`config.mk`:
```
export PLATFORM = sky130hd
export DESIGN_NAME = apc_monitor
export DESIGN_NICKNAME = d
export VERILOG_FILES = /design/src/rtl/apc_pkg.sv /design/src/rtl/apc_level_counter.sv /design/src/rtl/apc_divider.sv /design/src/rtl/apc_monitor.sv
export SDC_FILE = /design/constraint.sdc
export NUM_CORES = 2
export LEC_CHECK = 0
export ABC_CLOCK_PERIOD_IN_PS = 8640
export BUFFER_PORTS_ARGS = -buffer_cell sky130_fd_sc_hd__buf_2
export CAP_MARGIN = 15
export CORE_MARGIN = 1
export CORE_UTILIZATION = 50
export CTS_CLUSTER_SIZE = 8
export DETAILED_ROUTE_END_ITERATION = 10
export GPL_ROUTABILITY_DRIVEN = 0
export PLACE_DENSITY = 0.67
export SETUP_SLACK_MARGIN = 0.4
export SKIP_LAST_GASP = 1
export SYNTH_ARGS = -nofsm -noshare
export SYNTH_HDL_FRONTEND = slang
export SYNTH_SLANG_ARGS = --single-unit
export TNS_END_PERCENT = 100
```
`constraint.sdc`:
```
create_clock -name clk -period 8.64 [get_ports clk]
set_input_delay 1.296 -clock clk [delete_from_list [all_inputs] [get_ports clk]]
set_output_delay 1.296 -clock clk [all_outputs]
set_load 0.1 [all_outputs]
```
`src/rtl/apc_pkg.sv`:
```
package apc_pkg;
   typedef enum logic {DV_IDLE = 1'b0, DV_RUN = 1'b1} dv_state_e;
endpackage

```
`src/rtl/apc_level_counter.sv`:
```
module apc_level_counter #(
   parameter int CW       = 48,
   parameter int BUSW     = 4,
   parameter int PSTG     = 4,
   parameter bit SATURATE = 1'b1
) (
   input  logic            clk,
   input  logic            rst_n,
   input  logic            en,
   input  logic            clr,
   input  logic [BUSW-1:0] bus_vld,
   input  logic [PSTG-1:0] pipe_vld,
   input  logic            mshr_busy,
   input  logic            acc_evt,
   output logic            active,
   output logic [CW-1:0]   acc_q,
   output logic [CW-1:0]   cyc_q
);
   localparam logic [CW-1:0] CMAX = '1;

   logic [CW-1:0] acc_nx, cyc_nx;
   logic          acc_inc, cyc_inc;

   assign active  = (|bus_vld) | (|pipe_vld) | mshr_busy;
   assign acc_inc = en & acc_evt;
   assign cyc_inc = en & active;

   generate
      if (SATURATE) begin : g_sat
         assign acc_nx = (acc_inc && acc_q != CMAX) ? acc_q + 1'b1 : acc_q;
         assign cyc_nx = (cyc_inc && cyc_q != CMAX) ? cyc_q + 1'b1 : cyc_q;
      end else begin : g_wrap
         assign acc_nx = acc_q + {{(CW-1){1'b0}}, acc_inc};
         assign cyc_nx = cyc_q + {{(CW-1){1'b0}}, cyc_inc};
      end
   endgenerate

   always_ff @(posedge clk or negedge rst_n) begin
      if (!rst_n) begin
         acc_q <= '0;
         cyc_q <= '0;
      end else if (clr) begin
         acc_q <= '0;
         cyc_q <= '0;
      end else begin
         acc_q <= acc_nx;
         cyc_q <= cyc_nx;
      end
   end

   p_one_step_r1: assert property (@(posedge clk) disable iff (!rst_n)
      !clr |=> (CW'(cyc_q - $past(cyc_q)) <= CW'(1)));
   p_idle_frozen_r2: assert property (@(posedge clk) disable iff (!rst_n)
      (!clr && !active) |=> $stable(cyc_q));
   p_disabled_hold_r5: assert property (@(posedge clk) disable iff (!rst_n)
      (!clr && !en) |=> ($stable(acc_q) && $stable(cyc_q)));
   p_clear_zero_r6: assert property (@(posedge clk) disable iff (!rst_n)
      clr |=> (acc_q == '0 && cyc_q == '0));

   generate
      if (SATURATE) begin : g_sat_chk
         p_no_wrap_r7: assert property (@(posedge clk) disable iff (!rst_n)
            !clr |=> (acc_q >= $past(acc_q) && cyc_q >= $past(cyc_q)));
      end
   endgenerate
endmodule

```
`src/rtl/apc_divider.sv`:
```
module apc_divider
   import apc_pkg::*;
#(
   parameter int NW    = 48,
   parameter int IBITS = 8,
   parameter int FBITS = 16
) (
   input  logic                   clk,
   input  logic                   rst_n,
   input  logic                   start,
   input  logic [NW-1:0]          num,
   input  logic [NW-1:0]          den,
   output logic [IBITS+FBITS-1:0] res,
   output logic                   done,
   output logic                   dz,
   output logic                   busy
);
   localparam int QW  = IBITS + FBITS;
   localparam int DW  = NW + FBITS;
   localparam int KW  = $clog2(DW + 1);
   localparam logic [KW-1:0] KINIT = KW'(DW);

   dv_state_e     state;
   logic [DW-1:0] quo, quo_nx;
   logic [NW-1:0] rem, rem_nx, dvs;
   logic [NW:0]   rem_sh;
   logic [KW-1:0] cnt;
   logic [QW-1:0] res_fit;

   always_comb begin
      rem_sh = {rem, quo[DW-1]};
      if (rem_sh >= {1'b0, dvs}) begin
         rem_nx = NW'(rem_sh - {1'b0, dvs});
         quo_nx = {quo[DW-2:0], 1'b1};
      end else begin
         rem_nx = rem_sh[NW-1:0];
         quo_nx = {quo[DW-2:0], 1'b0};
      end
   end

   generate
      if (DW > QW) begin : g_clip
         assign res_fit = (|quo_nx[DW-1:QW]) ? {QW{1'b1}} : quo_nx[QW-1:0];
      end else begin : g_extend
         assign res_fit = QW'(quo_nx);
      end
   endgenerate

   always_ff @(posedge clk or negedge rst_n) begin
      if (!rst_n) begin
         state <= DV_IDLE;
         quo   <= '0;
         rem   <= '0;
         dvs   <= '0;
         cnt   <= '0;
         res   <= '0;
         done  <= 1'b0;
         dz    <= 1'b0;
      end else begin
         done <= 1'b0;
         if (state == DV_IDLE) begin
            if (start) begin
               if (den == '0) begin
                  res  <= '0;
                  dz   <= 1'b1;
                  done <= 1'b1;
               end else begin
                  quo   <= {num, {FBITS{1'b0}}};
                  rem   <= '0;
                  dvs   <= den;
                  cnt   <= KINIT;
                  dz    <= 1'b0;
                  state <= DV_RUN;
               end
            end
         end else begin
            quo <= quo_nx;
            rem <= rem_nx;
            cnt <= cnt - 1'b1;
            if (cnt == KW'(1)) begin
               res   <= res_fit;
               done  <= 1'b1;
               state <= DV_IDLE;
            end
         end
      end
   end

   assign busy = (state == DV_RUN);

   p_done_when_idle_r9: assert property (@(posedge clk) disable iff (!rst_n)
      done |-> (state == DV_IDLE));
   p_rem_below_divisor_r9: assert property (@(posedge clk) disable iff (!rst_n)
      (state == DV_RUN) |-> (rem < dvs));
   p_zero_div_result_r10: assert property (@(posedge clk) disable iff (!rst_n)
      (done && dz) |-> (res == '0));
endmodule

```
`src/rtl/apc_monitor.sv`:
```
module apc_monitor #(
   parameter int NLVL  = 3,
   parameter int CW    = 48,
   parameter int BUSW  = 4,
   parameter int PSTG  = 4,
   parameter int IBITS = 8,
   parameter int FBITS = 16,
   parameter bit SATURATE = 1'b1,
   localparam int LVW = (NLVL > 1) ? $clog2(NLVL) : 1,
   localparam int QW  = IBITS + FBITS
) (
   input  logic                 clk,
   input  logic                 rst_n,
   input  logic                 cnt_en,
   input  logic                 cnt_clr,
   input  logic                 snap_req,
   input  logic [NLVL*BUSW-1:0] bus_vld,
   input  logic [NLVL*PSTG-1:0] pipe_vld,
   input  logic [NLVL-1:0]      mshr_busy,
   input  logic [NLVL-1:0]      acc_evt,
   input  logic [LVW-1:0]       rd_sel,
   output logic [CW-1:0]        snap_acc,
   output logic [CW-1:0]        snap_cyc,
   input  logic                 div_start,
   input  logic [LVW-1:0]       div_sel,
   output logic [QW-1:0]        apc_q,
   output logic                 apc_done,
   output logic                 apc_dz,
   output logic                 apc_busy
);
   localparam int DETECT_BITS = NLVL * (BUSW + PSTG + 2);

   generate
      if (NLVL < 1)           begin : g_bad_nlvl $error("NLVL must be at least 1"); end
      if (CW < 2)             begin : g_bad_cw   $error("CW must be at least 2"); end
      if (BUSW < 1 || PSTG < 1) begin : g_bad_src $error("BUSW and PSTG must be at least 1"); end
      if (FBITS < 1 || IBITS < 1) begin : g_bad_fmt $error("IBITS and FBITS must be at least 1"); end
      if (DETECT_BITS > 1024) begin : g_bad_budget $error("detection state exceeds 1024 bits"); end
   endgenerate

   logic [CW-1:0] live_acc [NLVL];
   logic [CW-1:0] live_cyc [NLVL];
   logic [CW-1:0] sh_acc   [NLVL];
   logic [CW-1:0] sh_cyc   [NLVL];
   logic [NLVL-1:0] lvl_active;

   generate
      for (genvar gi = 0; gi < NLVL; gi++) begin : g_lvl
         apc_level_counter #(
            .CW(CW), .BUSW(BUSW), .PSTG(PSTG), .SATURATE(SATURATE)
         ) i_cnt (
            .clk      (clk),
            .rst_n    (rst_n),
            .en       (cnt_en),
            .clr      (cnt_clr),
            .bus_vld  (bus_vld[gi*BUSW +: BUSW]),
            .pipe_vld (pipe_vld[gi*PSTG +: PSTG]),
            .mshr_busy(mshr_busy[gi]),
            .acc_evt  (acc_evt[gi]),
            .active   (lvl_active[gi]),
            .acc_q    (live_acc[gi]),
            .cyc_q    (live_cyc[gi])
         );

         always_ff @(posedge clk or negedge rst_n) begin
            if (!rst_n) begin
               sh_acc[gi] <= '0;
               sh_cyc[gi] <= '0;
            end else if (snap_req) begin
               sh_acc[gi] <= live_acc[gi];
               sh_cyc[gi] <= live_cyc[gi];
            end
         end

         p_snap_copy_r8: assert property (@(posedge clk) disable iff (!rst_n)
            snap_req |=> (sh_acc[gi] == $past(live_acc[gi]) && sh_cyc[gi] == $past(live_cyc[gi])));
         p_snap_hold_r8: assert property (@(posedge clk) disable iff (!rst_n)
            !snap_req |=> ($stable(sh_acc[gi]) && $stable(sh_cyc[gi])));
      end
   endgenerate

   logic [CW-1:0] div_num, div_den;

   always_comb begin
      snap_acc = '0;
      snap_cyc = '0;
      div_num  = '0;
      div_den  = '0;
      for (int k = 0; k < NLVL; k++) begin
         if (rd_sel == LVW'(k)) begin
            snap_acc = sh_acc[k];
            snap_cyc = sh_cyc[k];
         end
         if (div_sel == LVW'(k)) begin
            div_num = sh_acc[k];
            div_den = sh_cyc[k];
         end
      end
   end

   apc_divider #(.NW(CW), .IBITS(IBITS), .FBITS(FBITS)) i_div (
      .clk  (clk),
      .rst_n(rst_n),
      .start(div_start),
      .num  (div_num),
      .den  (div_den),
      .res  (apc_q),
      .done (apc_done),
      .dz   (apc_dz),
      .busy (apc_busy)
   );
endmodule

```
==> out/metrics.cfg <==
[route]
drc=0
drtIter0Drc=2784
via_per_inst=5.876
post_drt_wl_per_cell_um=21.09
dr.pass1.iters=7
num_vias=30629
ant_nets=0
routed_wl_um=110000

[global_routing]
grt_overflow=0
grt_pass1_wl_um=173900
gr-usage-all-layers_pct=27.21
grt_max_degree=187
grt_pass1_vias=29385
grt_antenna_before_repair=1

[sta]
rsz0062_at_grt=false
worst_pin_slew_ns=1.261
period_share_pct=63.36
finalClockSkew_ns=0.04698
slew_violations=0
slew_headroom_pct=15.26
fin_tns_setup_ns=0
period_minus_slack_ns=5.474
setup_viol=0
max_freq_ghz=0.1827
final-hold-violation-count=0

[floorplanning]
die_x_um=284.3
fp.dieH_um=284.3
die_area_um2=80800
fp.coreArea_um2=78870
ioPinCount=163
initial_core_util_pct=50.51
core.rowCount=103

[yosys]
synth.area.top_cells=dfrtp_1, mux2_2, mux2i_1, nor2_1, nand2_1
ys_ff_latch=770
yosysUniqueCellTypes=72
synth_enable_flop_cells=0
ys.flop_type=dfrtp_1
syn_area_um2=39830
yosys.cell_count.top_type=dfrtp_1
synth_area_per_cell_um2=9.766
async_flop_share_pct=100.0
synth_fp_nets=4176
ys_warn_count=0
synthCells=4079
yosysSeqAreaShare_pct=48.37
synth_top_area_cell=dfrtp_1
synth.top_cell.area_share_pct=48.37
ys_top_cells_by_count=dfrtp_1, nor2_1, nand2_1, mux2_2, a21oi_1

[finish]
syn2layout_area_growth_pct=11.08
drive_above_1_share_pct=15.59
stdcell_count=5213
finish.net_count=4249

[flow_run]
maxCapViolCount=0

[pwr]
ir_drop_v=0.0002027
switching_share_pct=23.57
pwr-share-clk_pct=48.4
p_int_w=0.005871
comb_power_share_pct=4.3
leakage_nw=20.50
p_switching_w=0.001810
p_seq_share_pct=47.4
p_per_area_nw_per_um2=173.6

[cts]
clockRootBuffer=clkbuf_16
cts_hold_buf=0
htree_num_levels=3
worstSkewPairLatency_ns=0.69
clkSinkCount=770
cts_buffers=106
cts_setup_buffers=0
clk_pin_slew_worst_paths_ns=0.05
cts_buffer_depth=3
cts_tree=yes
cts_resized=0

[critical_path]
worstSetupEndpointType=flip-flop
arrival_ns=6.04
path_class=in -> reg
start_kind=input pin
worstPathRequired_ns=9.21
cp_max_fo=71

[min_path]
hold_path_class=reg -> reg

[placed_design]
numPortBuffers=162
dp_hpwl_um=76160
dpl.cell_count=5094

[status]
status=completed

## final timing paths
path | from | cells past startpoint | slack [ns] | end
min in group asynchronous | rst_n | 1 | 0.70 | sh_cyc[79]$_DFFE_PN0P_
max in group asynchronous | rst_n | 3 | 6.03 | g_lvl[1].i_cnt.acc_q[24]$_DFFE_PN0P_
worst min register to register | i_div.res[10]$_DFFE_PN0P_ | 2 | 0.47 | i_div.res[10]$_DFFE_PN0P_
worst min-delay path | i_div.res[10]$_DFFE_PN0P_ | 2 | 0.47 | i_div.res[10]$_DFFE_PN0P_
worst max register to register | i_div.dvs[8]$_DFFE_PN0P_ | 13 | 4.48 | i_div.rem[22]$_DFFE_PN0P_
worst max-delay path | div_sel[0] | 13 | 3.17 | i_div.rem[39]$_DFFE_PN0P_
## layout make-up
type / count / area, µm²
inverter: 96 / 360.3
fill: 6942 / 34620
clock buffer: 110 / 2668
timing repair buffer: 193 / 1154
tap: 1050 / 1314
antenna: 1 / 2.502
clock inverter: 8 / 152.6
multi-input combinational: 2985 / 19320
sequential: 770 / 19270
## layout by cell type (no fill, tap or decap), drive strengths merged, types with 9 or more instances in the layout
master and instances:
dfrtp 770, nor2b 14, and2 21, nor4 42, and4 35, and3 50
inv 100, buf 193, mux2 307, nand2 440, nor3 44, xnor2 95
clkbuf 110, ha 56, o21bai 9, xor2 188, a31oi 14, a21oi 254
o21ai 345, nand4 96, a21o 18, o31ai 9, nand2b 12, a22o 19
nor2 473, mux2i 203, nand3 121, or3 51
## stage by stage
| step | setup slack [ns] | hold slack, ns | util [%] | cell area, µm² | total power (W) |
|---|---|---|---|---|---|
| 6_report | 3.166 | 0.4669 | 56.10 | 44250 | 0.007681 |
| 5_1_grt | 2.862 | 0.4898 | 56.10 | 44240 | 0.007918 |
| 4_1_cts | 3.246 | 0.4777 | 56.10 | 44240 | 0.007756 |
| 3_5_place_dp | 2.551 | 0.4654 | 52.52 | 41420 | 0.004030 |
| 3_3_place_gp | 2.638 | 0.4598 | 52.52 | 41420 | 0.004029 |
| 2_1_floorplan | 2.726 | 0.4641 | - | 39830 | 0.003883 |
## registers in the layout, indices dropped and copies added, names as in the netlist
name,cells
sh_acc,144
i_div.res,24
i_div.cnt,7
i_div.busy,1
i_div.done,1
g_lvl.i_cnt.acc_q,144
i_div.dz,1
i_div.quo,64
sh_cyc,144
g_lvl.i_cnt.cyc_q,144
i_div.dvs,48
i_div.rem,48
## per-layer routing
metal,vias to the layer above,GRT usage (%),share of wire [%]
li1,14299,-,-
met2,818,41.01,45
met4,2,8.118,2.8
met1,15325,40.34,47
met3,185,4.230,5.8
met5,-,0,0.0064
## worst max-delay path, stage by stage
cell and delay [ns]:
buf_6 0.57, nor2b_4 0.30, buf_4 0.44, nand2_1 0.15, o21ai_0 0.13, nor4_1 0.50
nand4_1 0.14, nor3_1 0.49, nand2b_4 0.63, and2_1 0.69, buf_4 0.37, a22oi_1 0.12
o21ai_1 0.09
## kinds of logic after synthesis
family                   share of synthesized area, %
AO/OA/AOI/OAI                                   9.913
XOR/XNOR                                        6.222
adder cells (fa/ha/maj)                         1.809
buffers and inverters                           3.229
flip-flops                                      48.37
multiplexers                                    13.78
AND/OR/NAND/NOR                                 16.68
## power by group through the flow
| stage | clock network [W] | logic (W) | registers [W] |
|---|---|---|---|
| after floorplan | 0 | 0.000190 | 0.00369 |
| after global placement | 0 | 0.000332 | 0.00370 |
| after detailed placement | 0 | 0.000334 | 0.00370 |
| after CTS | 0.00378 | 0.000334 | 0.00364 |
| after global routing | 0.00392 | 0.000361 | 0.00364 |
| final | 0.00371 | 0.000329 | 0.00364 |
No activity file was read; power rests on OpenSTA's default activity.
